==> src/rtl/hbus_pkg.sv <==
package hbus_pkg;
   typedef enum logic [1:0] {
      ST_IDLE = 2'd0,
      ST_BUSY = 2'd1,
      ST_HOLD = 2'd2
   } acc_state_t;

   typedef enum logic {
      PROTO_STROBES = 1'b0,
      PROTO_DSTROBE = 1'b1
   } proto_t;

   localparam logic [1:0] MODE_DSTROBE = 2'b01;
endpackage

==> src/rtl/hbus_sync.sv <==
module hbus_sync #(
   parameter int WIDTH  = 4,
   parameter int STAGES = 2
) (
   input  logic             clk,
   input  logic             rst,
   input  logic [WIDTH-1:0] d,
   output logic [WIDTH-1:0] q
);
   if (STAGES < 2 || STAGES > 4) begin : g_bad_stages
      $error("hbus_sync: STAGES must lie in 2..4");
   end

   logic [WIDTH-1:0] chain [STAGES];

   for (genvar s = 0; s < STAGES; s++) begin : g_stage
      if (s == 0) begin : g_first
         always_ff @(posedge clk) begin
            if (rst) chain[0] <= '1;
            else     chain[0] <= d;
         end
      end else begin : g_next
         always_ff @(posedge clk) begin
            if (rst) chain[s] <= '1;
            else     chain[s] <= chain[s-1];
         end
      end
   end

   assign q = chain[STAGES-1];
endmodule

==> src/rtl/hbus_ctrl.sv <==
module hbus_ctrl
   import hbus_pkg::*;
#(
   parameter int WAIT_CYC = 3
) (
   input  logic   clk,
   input  logic   rst,
   input  proto_t proto,
   input  logic   cs_a_s,
   input  logic   cs_b_s,
   input  logic   rd_s,
   input  logic   wr_s,
   output logic   start,
   output logic   exec,
   output logic   is_read,
   output logic   dbuf_en_n,
   output logic   ack_n
);
   if (WAIT_CYC < 1 || WAIT_CYC > 6) begin : g_bad_wait
      $error("hbus_ctrl: WAIT_CYC must lie in 1..6");
   end

   localparam int CNT_W = (WAIT_CYC > 1) ? $clog2(WAIT_CYC) : 1;
   localparam logic [CNT_W-1:0] WAIT_LOAD = CNT_W'(WAIT_CYC - 1);

   acc_state_t       state;
   proto_t           proto_q;
   logic [CNT_W-1:0] cnt;
   logic             sel;
   logic             rd_now;
   logic             cs_ok;

   // selected condition and requested direction for the strapped protocol
   always_comb begin
      cs_ok = !cs_a_s && !cs_b_s;
      if (proto == PROTO_DSTROBE) begin
         sel    = cs_ok && !rd_s;
         rd_now = wr_s;
      end else begin
         sel    = cs_ok && (!rd_s || !wr_s);
         rd_now = !rd_s;
      end
   end

   always_ff @(posedge clk) begin
      if (rst) begin
         state   <= ST_IDLE;
         proto_q <= PROTO_STROBES;
         cnt     <= '0;
         is_read <= 1'b0;
      end else begin
         case (state)
            ST_IDLE: if (sel) begin
               state   <= ST_BUSY;
               proto_q <= proto;
               is_read <= rd_now;
               cnt     <= (proto == PROTO_DSTROBE) ? '0 : WAIT_LOAD;
            end
            ST_BUSY: begin
               if (cnt == '0) state <= ST_HOLD;
               else           cnt   <= cnt - 1'b1;
            end
            ST_HOLD: if (!sel) state <= ST_IDLE;
            default: state <= ST_IDLE;
         endcase
      end
   end

   assign start     = (state == ST_IDLE) && sel;
   assign exec      = (state == ST_BUSY) && (cnt == '0);
   assign dbuf_en_n = !((state != ST_IDLE) && is_read);

   always_comb begin
      if (proto_q == PROTO_STROBES) ack_n = (state != ST_BUSY);
      else                          ack_n = (state != ST_HOLD);
   end

   AST_EXEC_SINGLE: assert property (@(posedge clk) disable iff (rst)
      exec |=> !exec);
   AST_WAIT_AFTER_SEL: assert property (@(posedge clk) disable iff (rst)
      (proto_q == PROTO_STROBES && $fell(ack_n)) |-> $past(sel));
   AST_ACK_AFTER_DATA: assert property (@(posedge clk) disable iff (rst)
      (proto_q == PROTO_DSTROBE && $fell(ack_n)) |-> $past(exec));
   AST_ACK_HELD: assert property (@(posedge clk) disable iff (rst)
      (proto_q == PROTO_DSTROBE && !ack_n && sel) |=> !ack_n);
endmodule

==> src/rtl/hbus_regs.sv <==
module hbus_regs #(
   parameter int ADDR_W = 3,
   parameter int DATA_W = 8,
   parameter int PTR_W  = 8
) (
   input  logic                              clk,
   input  logic                              rst,
   input  logic                              start,
   input  logic                              exec,
   input  logic                              is_read,
   input  logic [ADDR_W-1:0]                 addr,
   input  logic [DATA_W-1:0]                 din,
   output logic [DATA_W-1:0]                 dout,
   output logic                              ext_wr,
   output logic                              ext_rd,
   output logic [PTR_W-1:0]                  ext_addr,
   output logic [DATA_W-1:0]                 ext_wdata,
   input  logic [DATA_W-1:0]                 ext_rdata,
   output logic [((1<<ADDR_W)-2)*DATA_W-1:0] dir_regs
);
   localparam int NREG = (1 << ADDR_W) - 2;
   localparam logic [ADDR_W-1:0] PTR_ADDR  = ADDR_W'(0);
   localparam logic [ADDR_W-1:0] PORT_ADDR = ADDR_W'(1);

   if (ADDR_W < 2 || ADDR_W > 6) begin : g_bad_addr
      $error("hbus_regs: ADDR_W must lie in 2..6");
   end
   if (PTR_W < 1 || PTR_W > DATA_W) begin : g_bad_ptr
      $error("hbus_regs: PTR_W must lie in 1..DATA_W");
   end

   logic [ADDR_W-1:0] addr_q;
   logic [PTR_W-1:0]  ptr;
   logic [DATA_W-1:0] rd_val;
   logic              at_port;
   logic              at_ptr;

   always_ff @(posedge clk) begin
      if (rst)        addr_q <= '0;
      else if (start) addr_q <= addr;
   end

   assign at_port = (addr_q == PORT_ADDR);
   assign at_ptr  = (addr_q == PTR_ADDR);

   always_ff @(posedge clk) begin
      if (rst) begin
         ptr <= '0;
      end else if (exec) begin
         if (at_ptr && !is_read) ptr <= din[PTR_W-1:0];
         else if (at_port)       ptr <= ptr + 1'b1;
      end
   end

   for (genvar k = 0; k < NREG; k++) begin : g_dreg
      logic [DATA_W-1:0] val;
      always_ff @(posedge clk) begin
         if (rst)
            val <= '0;
         else if (exec && !is_read && addr_q == ADDR_W'(k + 2))
            val <= din;
      end
      assign dir_regs[k*DATA_W +: DATA_W] = val;
   end

   always_comb begin
      rd_val = '0;
      if (at_ptr) begin
         rd_val = DATA_W'(ptr);
      end else if (at_port) begin
         rd_val = ext_rdata;
      end else begin
         for (int k = 0; k < NREG; k++)
            if (addr_q == ADDR_W'(k + 2)) rd_val = dir_regs[k*DATA_W +: DATA_W];
      end
   end

   always_ff @(posedge clk) begin
      if (rst)                 dout <= '0;
      else if (exec && is_read) dout <= rd_val;
   end

   assign ext_rd    = exec && is_read && at_port;
   assign ext_wr    = exec && !is_read && at_port;
   assign ext_addr  = ptr;
   assign ext_wdata = din;

   AST_PTR_STEP: assert property (@(posedge clk) disable iff (rst)
      (exec && at_port) |=> ptr == PTR_W'($past(ptr) + 1'b1));
   AST_REG_QUIET: assert property (@(posedge clk) disable iff (rst)
      !exec |=> $stable(dir_regs));
endmodule

==> src/rtl/hbus_slave.sv <==
module hbus_slave
   import hbus_pkg::*;
#(
   parameter int ADDR_W      = 3,
   parameter int DATA_W      = 8,
   parameter int PTR_W       = 8,
   parameter int SYNC_STAGES = 2,
   parameter int WAIT_CYC    = 3
) (
   input  logic                              clk,
   input  logic                              rst,
   input  logic [1:0]                        mode_sel,
   input  logic                              cs_a_n,
   input  logic                              cs_b_n,
   input  logic                              rd_n,
   input  logic                              wr_n,
   input  logic [ADDR_W-1:0]                 addr,
   input  logic [DATA_W-1:0]                 din,
   output logic [DATA_W-1:0]                 dout,
   output logic                              dbuf_en_n,
   output logic                              ack_n,
   output logic                              ext_wr,
   output logic                              ext_rd,
   output logic [PTR_W-1:0]                  ext_addr,
   output logic [DATA_W-1:0]                 ext_wdata,
   input  logic [DATA_W-1:0]                 ext_rdata,
   output logic [((1<<ADDR_W)-2)*DATA_W-1:0] dir_regs
);
   logic [3:0] pins_raw;
   logic [3:0] pins_syn;
   proto_t     proto;
   logic       start;
   logic       exec;
   logic       is_read;

   assign pins_raw = {cs_a_n, cs_b_n, rd_n, wr_n};
   assign proto    = (mode_sel == MODE_DSTROBE) ? PROTO_DSTROBE : PROTO_STROBES;

   hbus_sync #(.WIDTH(4), .STAGES(SYNC_STAGES)) u_sync (
      .clk (clk),
      .rst (rst),
      .d   (pins_raw),
      .q   (pins_syn)
   );

   hbus_ctrl #(.WAIT_CYC(WAIT_CYC)) u_ctrl (
      .clk       (clk),
      .rst       (rst),
      .proto     (proto),
      .cs_a_s    (pins_syn[3]),
      .cs_b_s    (pins_syn[2]),
      .rd_s      (pins_syn[1]),
      .wr_s      (pins_syn[0]),
      .start     (start),
      .exec      (exec),
      .is_read   (is_read),
      .dbuf_en_n (dbuf_en_n),
      .ack_n     (ack_n)
   );

   hbus_regs #(.ADDR_W(ADDR_W), .DATA_W(DATA_W), .PTR_W(PTR_W)) u_regs (
      .clk       (clk),
      .rst       (rst),
      .start     (start),
      .exec      (exec),
      .is_read   (is_read),
      .addr      (addr),
      .din       (din),
      .dout      (dout),
      .ext_wr    (ext_wr),
      .ext_rd    (ext_rd),
      .ext_addr  (ext_addr),
      .ext_wdata (ext_wdata),
      .ext_rdata (ext_rdata),
      .dir_regs  (dir_regs)
   );

   AST_DBUF_NOT_WRITE: assert property (@(posedge clk) disable iff (rst)
      !dbuf_en_n |-> !ext_wr);
   AST_RESET_QUIET: assert property (@(posedge clk)
      rst |=> (ack_n && dbuf_en_n && !ext_wr && !ext_rd));
endmodule

==> config.mk <==
export PLATFORM = sky130hd
export DESIGN_NAME = hbus_slave
export DESIGN_NICKNAME = d
export VERILOG_FILES = /design/src/rtl/hbus_pkg.sv /design/src/rtl/hbus_sync.sv /design/src/rtl/hbus_ctrl.sv /design/src/rtl/hbus_regs.sv /design/src/rtl/hbus_slave.sv
export SDC_FILE = /design/constraint.sdc
export NUM_CORES = 1
export LEC_CHECK = 0
export BUFFER_PORTS_ARGS = -buffer_cell sky130_fd_sc_hd__buf_2
export CAP_MARGIN = 20
export CORE_MARGIN = 1.5
export CORE_UTILIZATION = 45
export CTS_CLUSTER_DIAMETER = 40
export DETAILED_ROUTE_END_ITERATION = 8
export PLACE_DENSITY = 0.72
export SLEW_MARGIN = 20
export SYNTH_ARGS = -nofsm -noshare
export SYNTH_HDL_FRONTEND = slang
export SYNTH_SLANG_ARGS = --single-unit
==> constraint.sdc <==
create_clock -name clk -period 5 [get_ports clk]
set_clock_uncertainty 0.1 [all_clocks]
set_input_delay 0 -clock clk [delete_from_list [all_inputs] [get_ports clk]]
set_output_delay 0 -clock clk [all_outputs]
set_load 0.01 [all_outputs]
## After elaboration in Yosys (flattened, before gate mapping)

Memories as Yosys holds them, arrays and structs flattened.
Index checks and enable logic that the tools add are counted.

| cells by class | value |
|---|---|
| add/sub/neg operators | 2 |
| equality and inequality tests | 16 |
| multiplexer cells | 27 |
| bitwise operators | 2 |
| reduce and logical (&&, ||, !) cells | 34 |

Operators by type and width:

| operator | count |
|---|---|
| $mux 8 | 10 |
| $logic_and 1x1->1 | 17 |
| $eq 3x3->1 const B | 4 |
| $mux 2 | 6 |
| $add 8x1->8 const B | 1 |
| $mux 4 | 2 |
| $mux 1 | 7 |
| $eq 3x2->1 const B | 2 |
| $logic_not 1->1 | 6 |
| $ne 2x1->1 const B | 3 |
| $ne 2x2->1 const B | 3 |
| $pmux 2 s3 | 1 |
| $reduce_and 3->1 | 2 |
| $reduce_bool 2->1 | 3 |
| $eq 2x1->1 const B | 2 |
| $logic_not 2->1 | 2 |
| $pmux 2 s2 | 1 |
| $reduce_and 2->1 | 2 |
| $eq 3x1->1 const B | 1 |
| $logic_not 3->1 | 1 |
| $eq 2x2->1 const B | 1 |
| $or 1x1->1 | 2 |
| $sub 2x1->2 const B | 1 |
| $logic_or 1x1->1 | 1 |

| storage, ports and cells | value |
|---|---|
| register bits | 73 |
| RAM bits | 8 |
| input port bits | 27 |
| word-level logic and storage cells | 95 |
| memories | 1 |

Memory list:

| memory | depth | bits a word | read ports | clocked after memory_dff | wr ports | RTL line | text |
|---|---|---|---|---|---|---|---|
| u_sync.chain | 2 | 4 | 2 | 0 | 2 | hbus_sync.sv:14 | `logic [WIDTH-1:0] chain [STAGES];` |

## Logic depth before layout (Yosys ltp)

Gate-level depths: netlist of the first run.

| logic depth | value |
|---|---|
| depth after elaboration | 9 |
| gate-level depth with buffers | 7 |

## Modules after synthesis

From an unflattened synthesis of the first run, not the netlist that was laid out.

| unflattened totals | value |
|---|---|
| cells, all modules | 461 |
| area, all modules | 3885.0 um2 |

By module, submodules not included:

| module | times used | cells each | area each (um2) | seq. area each (um2) |
|---|---|---|---|---|
| hbus_regs | 1 | 406 | 3338.2 | 1341.3 |
| hbus_ctrl | 1 | 38 | 322.8 | 120.1 |
| hbus_sync | 1 | 16 | 210.2 | 160.2 |
| hbus_slave | 1 | 1 | 13.8 | 0.0 |

## Worst setup path after synthesis of the first run

Ideal clock, no wire load.

| timing path | value |
|---|---|
| path kind | reg-to-reg |
| start | register u_ctrl.cnt[0] |
| end | register u_regs.g_dreg[2].val[0] |
| arrival | 1551 ps |
| slack | 3222 ps |
| cell stages (with the launch flop) | 8 |
| path buffers | 1 |
| period minus slack after synthesis | 1778 ps |
| cell sequence | dfxtp_1 -> inv_1 -> ha_1 -> and3b_1 -> clkbuf_1 -> nand4_1 -> mux2i_1 -> nor2_1 |

| on the way | value |
|---|---|
| cells in the longest elaborated chain, start to end | 4 |

RTL lines:

| item | RTL line | text |
|---|---|---|
| start: declaration | hbus_ctrl.sv:28 | `logic [CNT_W-1:0] cnt;` |
| start signal: assignment | hbus_ctrl.sv:57 | `cnt <= (proto == PROTO_DSTROBE) ? '0 : WAIT_LOAD;` |
| start signal: assignment | hbus_ctrl.sv:61 | `else cnt <= cnt - 1'b1;` |
| $logic_not 2->1 | hbus_ctrl.sv:70 | `assign exec = (state == ST_BUSY) && (cnt == '0);` |
| $logic_and 1x1->1 | hbus_ctrl.sv:70 |  |
| $logic_and 1x1->1 (2 in series) | hbus_regs.sv:60 | `else if (exec && !is_read && addr_q == ADDR_W'(k + 2))` |
| end signal: assignment | hbus_regs.sv:61 | `val <= din;` |
| end: declaration | hbus_regs.sv:56 | `logic [DATA_W-1:0] val;` |

No other way between the ends.
A chain may end at the register's enable or synchronous reset.

## Worst setup path in the final report of the first run

| timing path | value |
|---|---|
| start | register u_regs.addr_q[0] |
| end | register u_regs.g_dreg[1].val[0] |

| on the way | value |
|---|---|
| cells in the longest elaborated chain, start to end | 2 |

RTL lines:

| item | RTL line | text |
|---|---|---|
| start: declaration | hbus_regs.sv:32 | `logic [ADDR_W-1:0] addr_q;` |
| start signal: assignment | hbus_regs.sv:40 | `else if (start) addr_q <= addr;` |
| $eq 3x2->1 | hbus_regs.sv:60 |  |
| $logic_and 1x1->1 | hbus_regs.sv:60 |  |
| end signal: assignment | hbus_regs.sv:61 |  |
| end: declaration | hbus_regs.sv:56 |  |

No other way between the ends.

==> metrics.txt, run 1 <==
mux contribution to synthesized area 16.2%; # IOs 103; XOR/XNOR Fraction of Synth Area 0%; adder-cell share of the synthesized area 0.638%; largest net degree at the start of global routing 78; syn_nets 466; Leak 0.00203 uW; Clock Tree Root clkbuf_8; Max Cap Viol 0; WP data required 5120 ps; crit path DAT 2390 ps; post-CTS resize count 0; routed via count 3633; Cell variety after synth 57; Final nets 571; most frequent cells in the layout buf_2 (102), dfxtp_1 (81), nor2_1 (65); Routed WL 11100 um; post-route ant nets 0; area delta synth->final 24.0%; htree depth 3; fin. max-slew vios 0; CTS clock-pin slew for the worst setup and hold paths 90 ps; Yosys reg bits 81; EDFF count, synth 0; Rows 33; clk buf depth 2; CTS tree done; worst-margin pin slew 880 ps; final non-filler cell total 652; share of layout cells above drive strength 1 26.3%; drt initial violations 251; Setup Viol. Count Final 0; status finished clean; wire length per cell 17.0 um; final worst path period share 45.4%; Total GRT Usage 24.3%; unrepaired setup endpoints after global routing false; max_slew headroom 40.9%; Die Span X 96.4 um; fmax 440 MHz; largest family of logic cells by synthesized area simple AND/OR/NAND/NOR gates; CTS sink cnt 81; HP Class input port to flip-flop; Hold Fails Final Rpt 0; Mean Syn Cell Area 8.98 um^2; CP endpoint kind flip-flop; DP Cell Count 613; DRT Pass-1 Iters 5; initial antenna violation count 0; Post CTS Setup Buffer Count 0; RD Place Congestion 0.926; Vias/cell 5.57; first-pass GRT wire length 17100 um; DIE AREA 9290 um^2; most common cell after layout, fill and taps aside buf_2; Clk Latency, worst-skew pair 360 ps; total CTS buffers 9; # diodes 0; dpl hpwl 7660 um; vias in the first global route 3300; WS Path Type flip-flop to flip-flop; largest fanout on the critical path 33; Worst VDD drop 0.148 mV; Post-CTS Hold Buffers 23; number of port buffers 102; fin crit period 2270 ps; Mapped Area 3920 um^2; core area 8340 um^2; synth warn 0; Mapped Cells 437; Primary FF master, synth dfxtp_1; number of remaining DRC errors 0; total congestion overflow 0; initial core utilization 47.0%; complex-gate fraction of the synthesized area 14.3%; Startpoint Class flip-flop; setup tns final 0 ps; post-synthesis sequential area ratio 41.3%; Simple-Gate Fraction of Synth Area 22.1%; Post-synth ARST share 0%; Pwr per Cell Area 247 nW/um^2; die height 96.4 um
-- cell usage after synthesis (2+ instances only) --
cell type / instances / area, um^2
a211o_1: 2 / 17.5
a21o_1: 2 / 15.0
a21oi_1: 14 / 70.1
a221oi_1: 6 / 52.6
a22oi_1: 13 / 97.6
and2_1: 10 / 62.6
buf_1: 3 / 11.3
buf_2: 9 / 45.0
buf_4: 10 / 75.1
clkbuf_1: 14 / 52.6
dfxtp_1: 81 / 1620
ha_1: 2 / 25.0
inv_1: 5 / 18.8
mux2i_1: 58 / 581
mux4_2: 2 / 45.0
nand2_1: 27 / 101
nand2b_1: 5 / 31.3
nand3_1: 9 / 45.0
nand4_1: 2 / 12.5
nor2_1: 65 / 244
nor2b_1: 12 / 75.1
nor3_1: 5 / 25.0
nor3b_1: 2 / 15.0
nor4_1: 4 / 25.0
nor4_4: 2 / 42.5
o21a_1: 2 / 15.0
o21ai_0: 26 / 130
o22ai_1: 2 / 12.5
o2bb2ai_1: 6 / 52.6
or2_2: 9 / 56.3
or4_1: 2 / 15.0
-- path summary, 6_finish.rpt --
kind,from,depth (start not counted),slack [ps],end
max,u_regs.addr_q[0],5,2730,u_regs.g_dreg[1].val[0]
min,mode_sel[0],5,0.9,u_ctrl.cnt[1]
max reg2reg,u_regs.addr_q[0],5,2730,u_regs.g_dreg[1].val[0]
min reg2reg,u_sync.chain[0][3],1,310,u_sync.chain[1][3]
-- flip-flops by register name, indices dropped and copies added (netlist names) --
| register | count |
|---|---|
| u_regs.addr_q | 3 |
| u_regs.dout | 8 |
| u_ctrl.state | 2 |
| u_regs.g_dreg.val | 48 |
| u_ctrl.proto_q | 1 |
| u_ctrl.cnt | 2 |
| u_regs.ext_addr | 8 |
| u_sync.chain | 8 |
| u_ctrl.is_read | 1 |
-- layout make-up --
type | count | area [um^2]
fillers | 778 | 3480
multi-input cells | 313 | 2100
flip-flops and latches | 81 | 1620
repair buffers | 130 | 778
clock buffers | 10 | 138
well taps | 105 | 131
clock inverters | 6 | 67.6
inverters | 7 | 26.3
-- report_power, final --
part           internal (uW)  switching [uW]  total (uW)
Clock                    245             244         489
Combinational           29.2            34.7        64.0
Sequential               648            1.46         649
Total                    922             280        1200
-- layer usage --
metal / vias up / GRT usage (%) / routed length (um)
li1: 1756 / - / -
met3: 16 / 3.32 / 785
met4: 0 / 8.45 / 208
met5: - / 0 / 0
met1: 1710 / 33.1 / 4850
met2: 151 / 39.3 / 5240
-- critical path, cell delays in order (launching register included) --
cell     delay, ps
dfxtp_1        540
buf_4          410
inv_2           90
nor4_4         670
mux2i_1        260
nor2_1          60
-- cell families after synthesis --
kind of cell / count (synthesis)
AND/OR/NAND/NOR: 165
AO/OA/AOI/OAI: 85
flip-flops: 81
multiplexers: 61
buffers and inverters: 43
adder cells (fa/ha/maj): 2
-- stage by stage --
stage	hold slack [ps]	power [uW]	util (%)	setup slack [ps]	cell area (um^2)
after floorplan	-8.23	691	-	3220	3920
after global placement	83.7	713	53.0	2820	4420
after detailed placement	83.6	714	53.0	2760	4420
after CTS	1.83	1200	58.2	2740	4850
after global routing	35.2	1240	58.3	2600	4860
final	0.886	1200	58.3	2730	4860
Power figures use the tool's default switching activity.
==> run 2: changes to the inputs <==
Settings changed: ABC_AREA from default to 1, PLACE_DENSITY 0.72 to 0.73.
Clock period 5 ns to 2.1 ns, I/O delays scaled along.
==> run 2 against run 1 <==
Compared with the run above:
- the flow now finishes with violations (hold timing)
- die area fell by 6.8%
- clock power grew to 2.7 times the previous value
- cell count rose by 11%
- synthesized cell count is 12% higher
- sequential share of layout area up 1.1 points
- flip-flop and latch count did not move
- highest routed layer unchanged
==> metrics.txt, run 2 <==
initial core utilization 47.0%; final core utilization 60.6%; crit path cell chain inv_2 > nor3_4 > buf_4 > inv_1 > nor2_1 > buf_2; CTS tree done; Place WS 273 ps; Max Cap Viol 0; switching power 717 uW; Total GRT Usage 25.7%; EDFF count, synth 0; Clk pwr share 43.4%; most common cell after layout, fill and taps aside buf_2; post-route ant nets 0; most frequent cells in the layout buf_2 (102), dfxtp_1 (81), a21oi_1 (67), nand2_1 (67), o21ai_0 (66); vias in the first global route 3361; Die Span X 93.0 um; Setup Viol. Count Final 0; DR WL met2 4950 um; first-pass GRT wire length 17000 um; Clock Tree Root clkbuf_8; Internal Dissipation 2300 uW; worst-margin pin slew 406 ps; most frequent cell after synthesis dfxtp_1; worst stage delay on the critical path 490 ps; Mean Syn Cell Area 7.43 um^2; hold depth 3; final worst slack 117 ps; Routed WL 10900 um; crit path DAT 1880 ps; Multi-input gate area 1680 um^2; share of layout cells above drive strength 1 25.8%; status finished with violations; Sw Ratio 23.8%; final worst path period share 94.4%; Comb power frac 5.4%; largest net degree at the start of global routing 28; register share of total power 51.2%; Yosys reg bits 81; drt initial violations 363; Primary FF master, synth dfxtp_1; unrepaired setup endpoints after global routing false; Mapped Area 3650 um^2; Biggest register u_regs.g_dreg.val; Post CTS Setup Buffer Count 0; Mapped Cells 491; CP endpoint kind output pin; initial antenna violation count 0; fin. max-slew vios 0; CTS sink cnt 81; # IOs 103; DRT Pass-1 Iters 5; htree depth 3; WHS Endpoint u_regs.g_dreg[5].val[3]; core area 7770 um^2; Leak 0.00214 uW; Post-DP Area 4200 um^2; DR WL met3 593 um; register area 1620 um^2; Yosys top cell by area dfxtp_1; routed via count 3754; Worst VDD drop 0.332 mV; Clk Latency, worst-skew pair 360 ps; worst r2r src u_ctrl.cnt[0]; Crit-path slowest cell dfxtp_1; area delta synth->final 29.0%; hold path startpoint din[3]; number of remaining DRC errors 0; synth warn 0; syn_nets 520; max_slew headroom 72.9%; Crit. Startpoint u_regs.addr_q[0]; area share of the leading cell type in the synthesized netlist 44.5%; final instance area 4710 um^2; fmax 504 MHz; number of port buffers 102; max FFs per register 48; clk buf depth 2; Pwr per Cell Area 641 nW/um^2; post-synthesis sequential area ratio 44.5%; DP Cell Count 677; Fin Hold WS -7.27 ps; WP data required 2000 ps; Final nets 643; Hold Fails Final Rpt 5; RD Place Congestion 0.914; HP Class input port to flip-flop; metal1 wirelength 5070 um; Cell variety after synth 25; FF-to-FF path depth 10; Post-synth ARST share 0%; CTS clock-pin slew for the worst setup and hold paths 90 ps; total CTS buffers 9; Startpoint Class flip-flop; wire length per cell 15.1 um; Fillers 719; Critical R2R Capture u_regs.g_dreg[1].val[6]; Synth area leaders dfxtp_1 (44%), a21oi_1 (9.2%), o21ai_0 (9.1%), nand2_1 (6.9%), nor2_1 (5.2%); # diodes 0; DIE AREA 8650 um^2; top routing layer used met4; WS Path Type flip-flop to output pin; dpl hpwl 7750 um; Synth top cells by count dfxtp_1 (81), a21oi_1 (67), nand2_1 (67); fin crit period 1980 ps; total congestion overflow 0; Vias/cell 5.21; setup tns final 0 ps; Rows 32; r2r setup slk 230 ps; largest fanout on the critical path 6; failing checks hold timing; final non-filler cell total 721; die height 93.0 um
==> run 2: area by class of cell <==
cell class                      instances  area share [%]
Clock inverter                          7            2.15
Inverter                               48            3.83
Tap cell                              102            2.71
Clock buffer                            9            2.63
Multi-Input combinational cell        333            35.7
Sequential cell                        81            34.5
Timing Repair Buffer                  141            18.6
==> run 2: layer usage <==
metal  global-route usage (%)  vias to the layer above
li1                         -                     1877
met1                     36.1                     1711
met2                     39.2                      146
met3                     3.41                       20
met4                     11.5                        0
met5                        0                        -
==> run 2: cell families (layout without fill, tap and decap cells) <==
kind of cell             Yosys count  after routing  synth area share [%]
flip-flops                        81             81                  44.5
buffers and inverters             77            205                  9.54
AO/OA/AOI/OAI                    147            147                  20.6
adder cells (fa/ha/maj)            2              2                 0.686
XOR/XNOR                           2              2                 0.480
AND/OR/NAND/NOR                  182            182                  24.2
==> run 2: power by group through the flow <==
stage | Sequential, uW | Combinational (uW) | Clock, uW
after floorplan | 1580 | 69.2 | 0
final | 1540 | 162 | 1310
after global routing | 1550 | 177 | 1380
after CTS | 1540 | 160 | 1310
after detailed placement | 1580 | 121 | 0
after global placement | 1580 | 121 | 0
==> run 2: through the flow <==
| step | hold slack (ps) | power, uW |
|---|---|---|
| 2_1_floorplan | -8.23 | 1650 |
| 3_3_place_gp | 84.4 | 1700 |
| 3_5_place_dp | 84.0 | 1700 |
| 4_1_cts | 1.89 | 3020 |
| 5_1_grt | 5.02 | 3100 |
| 6_report | -7.27 | 3020 |
==> run 2: worst max-delay path by stage <==
stage | end
after floorplan | u_regs.dout[3]
after global placement | u_regs.g_dreg[3].val[2]
after detailed placement | u_regs.g_dreg[1].val[6]
after CTS | ext_rd
after global routing | u_regs.g_dreg[1].val[2]
final | ext_rd
==> run 2: repair_timing <==
action                    CTS  global route
hold buffers               28             0
hold endpoints to repair   54             0
resized for setup           0             0
==> run 2: critical path: cells and delay by family (launching register included) <==
| kind | cells | cell delay [ps] |
|---|---|---|
| buffers and inverters | 4 | 570 |
| DFF | 1 | 490 |
| and+or+nand+nor | 2 | 450 |
==> run 3: changes to the inputs <==
Clock period 2.1 ns to 2.3 ns, I/O delays scaled along.
==> run 3 against run 2 <==
Compared with the run above:
- the run now ends clean
- non-clock buffer count down 3
- critical path type is now input port to flip-flop
- worst setup slack got worse by 38 ps
- die area is the same
==> metrics.txt, run 3 (same netlist as run 2, synthesis figures left out) <==
htree depth 3; Internal Dissipation 2230 uW; status finished clean; post-route ant nets 0; final non-filler cell total 718; unrepaired setup endpoints after global routing false; final worst slack 79.5 ps; fin. max-slew vios 0; total CTS buffers 9; Max Cap Viol 0; most common cell after layout, fill and taps aside buf_2; number of port buffers 102; fin crit period 2220 ps; fmax 450 MHz; DRT Pass-1 Iters 6; most frequent cells in the layout buf_2 (102), dfxtp_1 (81), a21oi_1 (67), nand2_1 (67), o21ai_0 (66); WP data required 2510 ps; Total GRT Usage 26.9%; # IOs 103; routed via count 3868; Rows 32; Setup Viol. Count Final 0; final worst path period share 96.5%; largest fanout on the critical path 4; Post CTS Setup Buffer Count 0; initial antenna violation count 0; setup tns final 0 ps; WS Path Type input port to flip-flop; first-pass GRT wire length 17900 um; register share of total power 49.4%; core area 7770 um^2; die height 93.0 um; Sw Ratio 21.8%; clk buf depth 2; Clk pwr share 45.3%; Pwr per Cell Area 604 nW/um^2; area delta synth->final 29.5%; Place WS 340 ps; drt initial violations 324; Hold Fails Final Rpt 0; Comb power frac 5.3%; Final nets 640; Tot Pwr 2850 uW; Worst VDD drop 0.336 mV; largest net degree at the start of global routing 58; worst-margin pin slew 538 ps; Routed WL 11400 um; switching power 623 uW; # diodes 0; crit path DAT 2430 ps; CTS clock-pin slew for the worst setup and hold paths 90 ps; initial core utilization 47.0%; Startpoint Class input port; CTS tree done; Clk Latency, worst-skew pair 360 ps; share of layout cells above drive strength 1 25.2%; number of remaining DRC errors 0; DP Cell Count 671; max_slew headroom 64.1%; DIE AREA 8650 um^2; wire length per cell 15.8 um; CP endpoint kind flip-flop; max FFs per register 48; Vias/cell 5.39; Clock Tree Root clkbuf_8; total congestion overflow 0; vias in the first global route 3582; Fillers 715; dpl hpwl 7830 um; CTS sink cnt 81; RD Place Congestion 0.939; Biggest register u_regs.g_dreg.val; HP Class input port to flip-flop; Leak 0.00214 uW; Die Span X 93.0 um
-- run 3: cell types whose count changed in the layout (fill, tap and decap cells not counted), moves of 2 or more --
cell and delta:
clkinv_4 +2, dlygate4sd3_1 +3, buf_4 -6, inv_6 -3
-- run 3: worst paths after layout --
path	start	to	slack, ps	cells after the start
worst min-delay path	mode_sel[1]	u_ctrl.cnt[1]	100	7
worst max-delay path	mode_sel[0]	u_ctrl.proto_q	80	9
worst max register to register	u_sync.chain[1][0]	u_ctrl.proto_q	170	7
worst min register to register	u_sync.chain[0][3]	u_sync.chain[1][3]	320	1
-- run 3: per-stage QoR --
stage / instance area [um^2] / utilization (%) / hold WS [ps]
after floorplan: 3650 / - / -8.23
after global placement: 4160 / 53.5 / 83.4
after detailed placement: 4160 / 53.5 / 84.0
after CTS: 4720 / 60.7 / 81.3
after global routing: 4720 / 60.8 / 166
final: 4720 / 60.8 / 104
-- run 3: layout make-up --
cell class	instances	area (um^2)	share of cell area, %
tap	102	128	2.70
sequential	81	1620	34.3
inverter	48	180	3.81
multi-input combinational	333	1680	35.6
clock buffer	10	138	2.91
clock inverter	6	115	2.44
timing repair buffer	138	858	18.2
-- run 3: per-layer routing --
| layer | global-route usage (%) | routed length [um] |
|---|---|---|
| met3 | 4.80 | 862 |
| met4 | 13.4 | 370 |
| met1 | 36.1 | 4980 |
| met5 | 0 | 0 |
| met2 | 41.7 | 5160 |
-- run 3: power groups by stage --
stage	clock (uW)	combinational, uW	sequential (uW)
2_1_floorplan	0	63.2	1440
4_1_cts	1300	146	1410
3_5_place_dp	0	109	1440
3_3_place_gp	0	108	1440
6_report	1290	150	1410
5_1_grt	1350	163	1410
-- run 3: timing repair --
| action | CTS | global route |
|---|---|---|
| hold buffers | 31 | 0 |
| endpoints found under the hold margin | 51 | 0 |
| setup endpoints to repair | 0 | 1 |
| gates resized for setup | 0 | 1 |
-- run 3: critical path, cell delays in order --
cell	delay, ps
dlygate4sd3_1	530
buf_2	130
nand2_1	130
a21oi_1	110
nor3_2	180
nand4_1	120
dlygate4sd3_1	570
a21oi_1	120
dlygate4sd3_1	550
